## config.mk

```make
export PLATFORM = sky130hd
export DESIGN_NAME = sb_mailbox
export DESIGN_NICKNAME = d
export VERILOG_FILES = /design/src/rtl/sb_mailbox.sv
export SDC_FILE = /design/constraint.sdc
export NUM_CORES = 1
export LEC_CHECK = 0
export BUFFER_PORTS_ARGS = -buffer_cell sky130_fd_sc_hd__buf_2
export CORE_UTILIZATION = 30
export CTS_BUF_LIST = sky130_fd_sc_hd__clkbuf_8 sky130_fd_sc_hd__clkbuf_16
export DETAILED_ROUTE_END_ITERATION = 10
export PLACE_DENSITY = 0.51
export SYNTH_ARGS = -nofsm -noshare
export SYNTH_HDL_FRONTEND = slang
export SYNTH_SLANG_ARGS = --single-unit
```

## constraint.sdc

```tcl
create_clock -name clk -period 3.1 [get_ports clk]
set_input_delay 0.155 -clock clk [delete_from_list [all_inputs] [get_ports clk]]
set_output_delay 0.155 -clock clk [all_outputs]
set_load 0.005 [all_outputs]
```

## src/rtl/sb_mailbox.sv

```systemverilog
module sb_mailbox #(
  parameter int NB = 16
) (
  input  logic        clk,
  input  logic        rst_n,
  input  logic        rx_valid,
  input  logic [7:0]  rx_data,
  input  logic        rx_last,
  output logic        rx_ready,
  input  logic        bus_sel,
  input  logic        bus_wr,
  input  logic [5:0]  bus_addr,
  input  logic [31:0] bus_wdata,
  output logic [31:0] bus_rdata,
  output logic        irq,
  output logic        tx_valid,
  output logic [7:0]  tx_data,
  output logic        tx_last,
  input  logic        tx_ready
);
  localparam int IW = $clog2(NB);
  localparam int LW = $clog2(NB + 2);
  localparam logic [LW-1:0] MAXLEN = LW'(NB + 1);

  logic [7:0] rx_buf [NB];
  logic [7:0] tx_buf [NB];
  logic [7:0] rx_cmd, tx_cmd;
  logic [LW-1:0] rx_cnt, rx_len, tx_idx, tx_len;
  logic msg_ready, rx_drop, overrun, len_err, irq_en, tx_busy;

  wire wr_any  = bus_sel && bus_wr;
  wire stat_wr = wr_any && bus_addr == 6'h00;
  wire ctl_wr  = wr_any && bus_addr == 6'h01;
  wire cmd_rd  = bus_sel && !bus_wr && bus_addr == 6'h02;
  wire strobe  = bus_wdata[8];
  wire len_ok  = bus_wdata[7:0] != 8'd0 && bus_wdata[7:0] <= 8'(NB + 1);
  wire unused_wdata = ^bus_wdata[31:9];

  wire rx_first = rx_cnt == '0;
  wire drop_now = rx_first ? (msg_ready && !cmd_rd) : rx_drop;
  wire rx_done  = rx_valid && rx_last;
  wire tx_fire  = tx_valid && tx_ready;

  assign rx_ready = 1'b1;
  assign irq      = irq_en && msg_ready;
  assign tx_valid = tx_busy;
  assign tx_data  = (tx_idx == '0) ? tx_cmd : tx_buf[IW'(tx_idx - 1'b1)];
  assign tx_last  = tx_busy && tx_idx == tx_len - 1'b1;

  // receive capture
  always_ff @(posedge clk) begin
    if (!rst_n) begin
      rx_cnt <= '0; rx_len <= '0; rx_drop <= 1'b0; rx_cmd <= '0;
      msg_ready <= 1'b0; overrun <= 1'b0;
      for (int i = 0; i < NB; i++) rx_buf[i] <= '0;
    end else begin
      if (cmd_rd) begin
        msg_ready <= 1'b0;
        rx_len <= '0;
      end
      if (stat_wr && bus_wdata[2]) overrun <= 1'b0;
      if (rx_valid) begin
        if (!drop_now && rx_cnt < MAXLEN) begin
          if (rx_first) rx_cmd <= rx_data;
          else rx_buf[IW'(rx_cnt - 1'b1)] <= rx_data;
        end
        rx_drop <= rx_last ? 1'b0 : drop_now;
        if (rx_last) rx_cnt <= '0;
        else if (rx_cnt != MAXLEN) rx_cnt <= rx_cnt + 1'b1;
        if (rx_last) begin
          if (drop_now) overrun <= 1'b1;
          else begin
            msg_ready <= 1'b1;
            rx_len <= (rx_cnt == MAXLEN) ? MAXLEN : rx_cnt + 1'b1;
          end
        end
      end
    end
  end

  // host writes and reply sequencer
  always_ff @(posedge clk) begin
    if (!rst_n) begin
      irq_en <= 1'b0; len_err <= 1'b0; tx_busy <= 1'b0;
      tx_idx <= '0; tx_len <= '0; tx_cmd <= '0;
      for (int i = 0; i < NB; i++) tx_buf[i] <= '0;
    end else begin
      if (stat_wr) begin
        irq_en <= bus_wdata[4];
        if (bus_wdata[3]) len_err <= 1'b0;
      end
      if (wr_any && bus_addr == 6'h03) tx_cmd <= bus_wdata[7:0];
      if (wr_any && bus_addr[5:4] == 2'b10 && 32'(bus_addr[3:0]) < NB)
        tx_buf[IW'(bus_addr[3:0])] <= bus_wdata[7:0];
      if (tx_fire) begin
        if (tx_last) tx_busy <= 1'b0;
        else tx_idx <= tx_idx + 1'b1;
      end
      if (ctl_wr && strobe && !tx_busy) begin
        if (len_ok) begin
          tx_busy <= 1'b1;
          tx_idx <= '0;
          tx_len <= LW'(bus_wdata[7:0]);
        end else len_err <= 1'b1;
      end
    end
  end

  // host read path
  always_comb begin
    bus_rdata = '0;
    if (bus_addr == 6'h00) begin
      bus_rdata[0] = msg_ready;
      bus_rdata[1] = !tx_busy;
      bus_rdata[2] = overrun;
      bus_rdata[3] = len_err;
      bus_rdata[4] = irq_en;
      bus_rdata[8 +: LW] = rx_len;
    end else if (bus_addr == 6'h02) bus_rdata[7:0] = rx_cmd;
    else if (bus_addr == 6'h03) bus_rdata[7:0] = tx_cmd;
    else if (bus_addr[5:4] == 2'b01 && 32'(bus_addr[3:0]) < NB)
      bus_rdata[7:0] = rx_buf[IW'(bus_addr[3:0])];
    else if (bus_addr[5:4] == 2'b10 && 32'(bus_addr[3:0]) < NB)
      bus_rdata[7:0] = tx_buf[IW'(bus_addr[3:0])];
  end

  assert_len_legal_R2: assert property (@(posedge clk) disable iff (!rst_n)
    $rose(msg_ready) |-> (rx_len != '0 && rx_len <= MAXLEN));
  assert_read_clears_R4: assert property (@(posedge clk) disable iff (!rst_n)
    (cmd_rd && !(rx_done && !drop_now)) |=> (!msg_ready && rx_len == '0));
  assert_irq_gated_R5: assert property (@(posedge clk) disable iff (!rst_n)
    irq |-> (msg_ready && irq_en));
  assert_overrun_set_R6: assert property (@(posedge clk) disable iff (!rst_n)
    (rx_done && drop_now) |=> overrun);
  assert_idle_after_last_R8: assert property (@(posedge clk) disable iff (!rst_n)
    (tx_fire && tx_last && !ctl_wr) |=> !tx_valid);
  assert_hold_stall_R9: assert property (@(posedge clk) disable iff (!rst_n)
    (tx_valid && !tx_ready && !wr_any) |=> (tx_valid && $stable(tx_data) && $stable(tx_last)));
  assert_bad_len_R10: assert property (@(posedge clk) disable iff (!rst_n)
    (ctl_wr && strobe && !tx_busy && !len_ok) |=> (len_err && !tx_valid));
endmodule

```

# --- After elaboration in Yosys (flattened, before gate mapping) ---
# Memories as Yosys holds them, arrays and structs flattened.
# Index checks and enable logic that the tools add are counted.
op_classes:
  add_sub_neg: 5
  order_cmp: 2
  n_eq_ne: 8
  mux: 52
  reduce_logical: 30
ops:
  columns: ["cell", "count"]
  rows:
  - ["5-bit 2-to-1 mux", 13]
  - ["8-bit 2-to-1 mux", 7]
  - ["1-bit 2-to-1 mux", 29]
  - ["1-bit logical AND", 16]
  - ["8-bit OR reduction", 2]
  - ["6-bit by 2-bit == test with 1-bit output, second input constant", 2]
  - ["5-bit by 1-bit adder with 5-bit output, second input constant", 2]
  - ["5-bit zero test", 2]
  - ["8-bit by 5-bit <= comparator with 1-bit output, second input constant", 1]
  - ["4-bit 2-to-1 mux", 2]
  - ["8-bit nonzero test", 1]
  - ["4-bit by 1-bit subtractor with 4-bit output, second input constant", 2]
  - ["6-bit by 1-bit == test with 1-bit output, second input constant", 1]
  - ["6-bit zero test", 1]
  - ["5-bit == test", 1]
  - ["5-bit == test, second input constant", 1]
  - ["5-bit less-than comparator, second input constant", 1]
  - ["5-bit != test, second input constant", 1]
  - ["5-bit by 1-bit subtractor with 5-bit output, second input constant", 1]
  - ["1-bit zero test", 4]
  - ["2-bit AND reduction", 2]
  - ["3-bit 2-to-1 mux", 1]
  - ["3-bit AND reduction", 1]
  - ["2-bit by 1-bit == test with 1-bit output, second input constant", 1]
  - ["2 further kinds", 2]
word_totals:
  reg_bits: 42
  ram_bits: 256
  output_inout_bits: 44
  mem_count: 2
mem_list:
  columns: ["memory", "words", "word_bits", "rd", "rd_clocked_by_memory_dff", "write_ports", "line", "text"]
  rows:
  - ["rx_buf", 16, 8, 1, 0, 16, "25", "logic [7:0] rx_buf [NB];"]
  - ["tx_buf", 16, 8, 2, 0, 16, "26", "logic [7:0] tx_buf [NB];"]

# --- Logic depth before layout (Yosys ltp) ---
# Gate-level depths: netlist (run 1).
logic_depth:
  depth_word: 14
  depth_mapped: 11
  mapped_depth_nobuf: 7

# --- Worst setup path after synthesis (run 1) ---
# Ideal clock, no wire load.
synth_timing:
  path_kind: "register to register"
  start: "register rx_cnt[0]"
  end: "memory rx_buf[12][0], enable pin"
  setup_ns: 0.384
  t_arrival_ns: 2.518
  t_required_ns: 2.716
  slack_ns: 0.198
  path_stages_with_launch: 8
  n_path_buf: 0
  path_cell_list: "dfxtp_1 inv_1 ha_1 nor4b_2 nor2_1 a311oi_4 nand2_2 o21ai_0"
synth_rtl:
  columns: ["element", "line", "text"]
  rows:
  - ["start: declaration", "28", "logic [LW-1:0] rx_cnt, rx_len, tx_idx, tx_len;"]
  - ["start signal: assignment", "69", "else if (rx_cnt != MAXLEN) rx_cnt <= rx_cnt + 1'b1;"]
  - ["end: declaration", "25", null]

# --- Final worst setup path (run 1) ---
layout_timing:
  start: "register tx_idx[0]"
  end: "output port tx_data[5]"
layout_via:
  elab_chain_len: 3
  word_cells_on_any_way: 4
  classes_between: "1 x add/sub; 1 x mux; 1 x reduce/logical; 1 x memory"
layout_lines:
  columns: ["element", "line", "text"]
  rows:
  - ["start: declaration", "28", null]
  - ["start signal: assignment", "97", "else tx_idx <= tx_idx + 1'b1;"]
  - ["4-bit by 1-bit subtractor with 4-bit output", "47", "assign tx_data = (tx_idx == '0) ? tx_cmd : tx_buf[IW'(tx_idx - 1'b1)];"]
  - ["memory 16 x 8 bit", null, null]
  - ["8-bit 2-to-1 mux *", "47", null]
  - ["end: declaration", "17", "output logic [7:0] tx_data,"]
# Mark *: on every way between the ends. The rest lies on a longest branch, timed or not.

==> key figures, run 1 <==
Final layout
  – N_diodes: 0
  – Layout net count: 1,448
  – Area Overhead vs Synth: 15.60%
  – Most frequent cells in the layout: edfxtp_1 (256), and2_1 (148), nor2_1 (117)
  – FILL cells: just over 5,000
  – Commonest non-fill, non-tap cell in the layout: edfxtp_1
  – Share of cells above drive strength 1: 19.43%

Timing
  – Tmin final: between 2 and 3 ns
  – Pins Over Slew Limit: 0
  – Final hold vios: 0
  – RSZ-0062 raised after global routing: false
  – Slew headroom: 52.32%
  – FMAX: ~340 MHz
  – Final setup vio count: 0
  – Final period utilization: about 96%
  – Worst slew pin tran: 0.7136 ns
  – Skew final: roughly 0.0095 ns
  – Hold WS: 0.04329 ns
  – Setup TNS: 0 ns

Synth
  – EDFF count, synth: 256
  – Area contributors post-synth: edfxtp_1 (49%), mux4_2 (8.2%), and2_1 (5.9%), mux2i_1 (5.7%), dfxtp_1 (5.4%)
  – Sequential area share after synthesis: 54.49%
  – Mean Syn Cell Area: 11.96 um2
  – Area leader, netlist: edfxtp_1
  – Count of cell types in the netlist: 74
  – FFs w/ async S/R, synth: 0%
  – Register bit total from synthesis: between 200 and 300
  – Top_reg_cell synth: edfxtp_1
  – Syn Inst Count: approximately 1,300
  – Synthesized area: about 0.016 mm2
  – YS warnings: 0
  – Share of Yosys cell area claimed by the top area cell type: 49.12%

Global routing
  – First-pass GRT wire length: 70,460 um
  – Largest net degree at the start of global routing: 39
  – Vias in the first global route: 10,520
  – Grt ovf: 0
  – GRT Resource Usage Total: ~18%
  – Antenna violations before repair: 1

Power
  – Switching Power: around 2.3 mW
  – Sw Ratio: roughly a quarter
  – Worst VDD drop: 0.0003283 V
  – Clock power frac: a little over two fifths
  – Leakage: around 6.7 nW
  – Pwr dens: 529.9 mW/mm2
  – Flop pwr share: a little under half
  – Comb power frac: under 10%
  – Int Power: 7.328 mW

Die
  – Vert. Die Dim: around 230 um
  – IO Pins: 97
  – Area of the die: about 0.053 mm2
  – Die W: roughly 230 um
  – Core area: around 0.051 mm2
  – Cell Rows: between 80 and 90
  – Starting Density: a little under a third

Worst setup path
  – R2R Path End: rx_buf[4][7]
  – Critical path endpoint: tx_data[5]
  – Worst Setup End Kind: output pin
  – Internal reg-to-reg setup slack: roughly 0.46 ns
  – Critical path startpoint: tx_idx[0]
  – Reg-to-Reg Start: rx_cnt[1]
  – CP Class: flop to output pin
  – Worst path required time: approximately 3 ns
  – Reg2reg path depth: 8
  – Crit Path Max Fanout: 25
  – Worst path arrival time: 2.83 ns
  – Worst setup SP type: flop

Placed design
  – HPWL after detailed placement: 33,870 um
  – Port-buffer cells: 53
  – Final GP Congestion: 0.8643

Run
  – Max-cap viol count: 0

Detailed routing
  – WL final: roughly 47,000 um
  – Routed Antenna Nets: 0
  – TritonRoute pass-1 iters: 5
  – Drt via density: roughly 5
  – Initial detailed-routing violation count: roughly 980
  – Post-route DRC: 0
  – Vias: 10,760
  – Wirelength per Cell: roughly 23 um

Hold path
  – HP Class: input pin to flop
  – Hold path startpoint: rx_last

CTS
  – Post-CTS Setup Repair Bufs: 0
  – Clock Latency Late Sink: 0.52 ns
  – TritonCTS clock tree: done
  – CTS root buf: clkbuf_16
  – CTS max path bufs: 3
  – Num Clock Sinks: about 300
  – Reg clk slew, reported paths: approximately 0.060 ns
  – Total CTS buffers: 35
  – H-tree depth: 2

Run status
  – Status: finished clean
==> power groups by stage <==
stage | clock, mW | combinational (mW) | sequential [mW]
floorplan | 0 | 0.496 | 4.63
global placement | 0 | 0.800 | 4.66
detailed placement | 0 | 0.804 | 4.67
CTS | 4.27 | 0.808 | 4.58
global route | 4.43 | 0.861 | 4.60
finish | 4.20 | 0.803 | 4.59
==> layer usage <==
| metal | GRT usage, % | wire (um) | vias up |
|---|---|---|---|
| met3 | 2.792 | 2713 | 77 |
| met5 | 0 | 8 | - |
| met1 | 25.78 | 21730 | 5379 |
| li1 | - | - | 4962 |
| met4 | 5.360 | 1324 | 2 |
| met2 | 27.52 | 21560 | 343 |
==> worst max-delay path: stages, from the launching register on <==
cell      delay [ns]
dfxtp_2         0.33
clkinv_1        0.07
buf_4           0.23
ha_1            0.36
buf_12          0.21
mux4_2          0.33
nand2_1         0.10
nand3_1         0.17
o21ai_1         0.19
o21ai_0         0.14
buf_2           0.15
==> kinds of logic (layout without fill, tap and decap cells) <==
family | count (synthesis) | in the layout | share of synthesized area (%)
other | 2 | 20 | 0.04799
xor gates and xnor gates | 12 | 12 | 0.6716
and+or+nand+nor | 521 | 521 | 17.45
adders and majority gates | 10 | 10 | 0.7995
DFF | 298 | 298 | 54.49
buffers and inverters | 126 | 209 | 4.173
muxes | 154 | 154 | 14.47
AOI/OAI and AO/OA | 186 | 186 | 7.891
==> metrics by stage <==
step	instances	worst slack, ns	util, %	power [mW]	cell area (um2)
floorplan	1327	0.1984	-	5.124	15720
global placement	2027	0.4426	32.85	5.462	16890
detailed placement	2027	0.4204	32.85	5.469	16890
CTS	2090	0.0008635	35.16	9.665	18070
global route	2090	0.03455	35.19	9.896	18090
finish	2090	0.1186	35.19	9.586	18090
==> layout make-up <==
class                   instances  area (um2)  area share (%)
clock buffers                  41       992.2           5.484
clock inverters                21       178.9          0.9890
inverters                      13       48.80          0.2697
multi-input cells             903        6558           36.25
flip-flops and latches        298        8531           47.15
well taps                     680       850.8           4.703
repair buffers                134       932.1           5.153
==> registers in the layout, indices dropped and copies added (netlist names) <==
register	cells
tx_cmd	8
overrun	1
msg_ready	1
rx_cnt	5
rx_drop	1
rx_cmd	8
irq_en	1
tx_idx	5
tx_valid	1
rx_len	5
len_err	1
tx_buf	128
tx_len	5
rx_buf	128
==> worst min path at each step <==
stage | endpoint | depth (start not counted)
after floorplan | tx_valid | 1
after global placement | tx_valid | 2
after detailed placement | tx_valid | 2
after CTS | rx_drop | 4
after global routing | rx_drop | 4
final | rx_drop | 4
==> Yosys cell counts (3+ instances only) <==
library cell / number
mux4_2: 57
nand4_1: 5
xnor2_1: 4
inv_1: 12
nand2_1: 99
buf_4: 25
buf_6: 7
a22oi_1: 20
a311oi_1: 3
o211ai_1: 3
a2111oi_0: 4
nor2b_1: 10
xor2_1: 8
nor2_1: 117
a221oi_1: 4
buf_1: 12
a21o_1: 6
or2_0: 3
mux2_2: 8
nand3b_1: 3
and2_1: 148
ha_1: 10
clkbuf_1: 42
nand2_2: 3
and3_1: 53
dfxtp_1: 42
o31ai_1: 4
buf_2: 26
a21oi_1: 39
edfxtp_1: 256
nor3_1: 14
nand2b_1: 11
a31oi_1: 12
a221o_1: 3
nand3_1: 33
o21ai_0: 55
or4_1: 7
mux2i_1: 89
a22o_1: 11
==> what timing repair did <==
action,in CTS,in global routing
pin swaps,0,0
endpoints found under the setup margin,8,7
hold buffers,1,0
resized for setup,5,6
endpoints found under the hold margin,1,0
Power figures use the tool's default switching activity.
==> run 2, diff against run 1 <==
--- a/config.mk
+++ b/config.mk
@@ -5,6 +5,7 @@
 export SDC_FILE = /design/constraint.sdc
 export NUM_CORES = 1
 export LEC_CHECK = 0
+export ABC_AREA = 1
 export BUFFER_PORTS_ARGS = -buffer_cell sky130_fd_sc_hd__buf_2
 export CORE_UTILIZATION = 30
 export CTS_BUF_LIST = sky130_fd_sc_hd__clkbuf_8 sky130_fd_sc_hd__clkbuf_16
==> key figures, run 2 <==
Power
  – Worst VDD drop: approximately 0.00039 V
  – Final Total Pwr: ~9.3 mW
  – Leakage: around 7.6 nW
  – Pwr dens: ~520 mW/mm2

Synth
  – YS warnings: 0
  – Top cells by count, synth: nand2_1 (595), nor2_1 (440), edfxtp_1 (256)
  – Area contributors post-synth: edfxtp_1 (49%), nand2_1 (14%), nor2_1 (11%), dfxtp_1 (5.4%), o21ai_0 (3.6%)
  – Register bit total from synthesis: roughly 300
  – Top_reg_cell synth: edfxtp_1
  – Synthesized area: between 0.015 and 0.02 mm2
  – Share of Yosys cell area claimed by the top area cell type: around 49%
  – Top-count cell post-synth: nand2_1
  – EDFF count, synth: between 200 and 300
  – Sequential area share after synthesis: ~55%
  – Syn Inst Count: just under 2,000
  – Mean Syn Cell Area: around 8 um2
  – Count of cell types in the netlist: 37
  – FFs w/ async S/R, synth: 0%
  – Area leader, netlist: edfxtp_1

Die
  – Core area: approximately 0.051 mm2
  – Starting Density: 30.30%
  – IO Pins: between 90 and 100
  – Cell Rows: 83
  – Die W: between 200 and 250 um
  – Vert. Die Dim: 229.6 um
  – Area of the die: between 0.05 and 0.06 mm2

Worst setup path
  – CP Class: flop to output pin
  – Largest delay share family, worst path: buffers and inverters
  – Crit Path Max Fanout: 8
  – CP max-delay cell: dfxtp_1
  – Worst path required time: roughly 2.9 ns
  – Buf/Inv on CP: 3
  – Most numerous cell on the critical path: inv_1
  – Worst path arrival time: about 2.8 ns
  – Worst Setup End Kind: output pin
  – Cells along the critical path: inv_1 > nand3_1 > xor2_1 > inv_1 > o211ai_1 > a31oi_1 > buf_2
  – Reg2reg path depth: 10
  – Worst path max stage delay: slightly above 0.5 ns
  – Worst setup SP type: flop
  – Critical Path Stages: 7

Timing
  – Worst slew pin tran: 0.9162 ns
  – FMAX: between 300 and 400 MHz
  – Skew final: 0.01789 ns
  – RSZ-0062 raised after global routing: false
  – Setup TNS: 0 ns
  – Pins Over Slew Limit: 0
  – Final setup vio count: 0
  – Final period utilization: 95.68%
  – Slew headroom: slightly below 40%
  – Final Worst Setup Slack: about 0.13 ns
  – Tmin final: 2.966 ns
  – Final hold vios: 0

Final layout
  – Most frequent cells in the layout: nand2_1 (595), nor2_1 (439), edfxtp_1 (256)
  – Finished Core Util: around a third
  – Share of cells above drive strength 1: 8.765%
  – N_diodes: 0
  – Non-filler cells, final: between 2,000 and 3,000
  – Regs by FF count: rx_buf: 128 flops, tx_buf: 128 flops
  – Commonest non-fill, non-tap cell in the layout: nand2_1
  – Area Overhead vs Synth: 14.92%
  – Layout net count: around 2,000

Detailed routing
  – TritonRoute pass-1 iters: 5
  – Routed Antenna Nets: 0
  – Vias: between 10,000 and 15,000
  – Initial detailed-routing violation count: 1,290
  – Post-route DRC: 0
  – Drt via density: 4.963
  – Wirelength per Cell: approximately 19 um
  – WL final: about 50,000 um

Global routing
  – Vias in the first global route: 12,720
  – Largest net degree at the start of global routing: 82
  – GRT Resource Usage Total: a little under a fifth
  – Grt ovf: 0
  – Antenna violations before repair: 0
  – First-pass GRT wire length: 75,010 um

Placed design
  – Final GP Congestion: roughly 0.91
  – Placed Instances: ~2,600
  – Pre-CTS setup slack: 0.1532 ns
  – Port-buffer cells: 53
  – HPWL after detailed placement: around 34,000 um

CTS
  – Num Clock Sinks: ~300
  – Clock Latency Late Sink: ~0.53 ns
  – Total CTS buffers: 34
  – TritonCTS clock tree: done
  – CTS max path bufs: 3
  – CTS root buf: clkbuf_16
  – H-tree depth: 2
  – Post-CTS Setup Repair Bufs: 0
  – Reg clk slew, reported paths: 0.06 ns

Run status
  – Status: finished clean

Hold path
  – HP Class: input pin to flop
  – Hold Path Stages: 4

Run
  – Max-cap viol count: 0
## run 2: cell types whose count changed after synthesis, sizes merged, moves of 53 or more
cell | before | now
mux2i | 89 | 0
nand2 | 102 | 606
nor2 | 118 | 444
inv | 12 | 106
o21ai | 56 | 114
mux4 | 57 | 0
and2 | 149 | 1
and3 | 53 | 0
## run 2: power breakdown
| group | internal [mW] | switching (mW) |
|---|---|---|
| registers | 4.50 | 0.0729 |
| logic | 0.212 | 0.609 |
| clock network | 2.27 | 1.65 |
| total | 6.99 | 2.33 |
## run 2: final timing paths
check	start	to	slack, ns
max	tx_idx[2]	tx_data[4]	0.13
min	tx_ready	tx_idx[4]	0.02
max reg2reg	rx_cnt[0]	rx_buf[9][6]	0.39
min reg2reg	rx_len[2]	rx_len[2]	0.49
## run 2: routing by layer
layer	vias up	track usage [%]	part of all wire, %
met5	-	0	0
met4	0	7.542	4.0
met3	118	2.366	6.2
met2	498	30.02	46
met1	6361	24.96	44
li1	6363	-	-
## run 2: logic make-up after synthesis
family	synth area share [%]
adder cells (fa/ha/maj)	0.8050
AO/OA/AOI/OAI	8.154
XOR/XNOR	0.3381
AND/OR/NAND/NOR	29.56
flip-flops	54.87
other	0.04832
buffers and inverters	6.230
## run 2: repair_timing
| item | in CTS | in global routing |
|---|---|---|
| endpoints found under the setup margin | 0 | 6 |
| hold buffers | 18 | 0 |
| endpoints found under the hold margin | 18 | 0 |
| gates resized for setup | 0 | 5 |
## run 2: worst register-to-register path, stage by stage (launching register included)
cell and delay (ns):
dfxtp_1 0.46, inv_1 0.14, ha_1 0.21, nand2_1 0.10
nor2_4 0.06, nand3_1 0.09, and2_1 0.19, nand2_4 0.07
nor2_4 0.33, nand3_1 0.35, nand2_1 0.38
## run 2: final cells by class
type | instances | area, um2
clock buffer | 39 | 953.4
multi-input combinational | 1418 | 6150
fill | 5413 | 33440
tap | 680 | 850.8
inverter | 118 | 446.7
timing repair buffer | 114 | 813.3
sequential | 298 | 8529
clock inverter | 21 | 118.9
## run 2: through the flow
step	cell area, um2	hold WS [ns]
finish	17860	0.01885
global placement	16560	0.3949
detailed placement	16560	0.4058
global route	17860	0.04246
floorplan	15610	0.2899
CTS	17810	0.007474
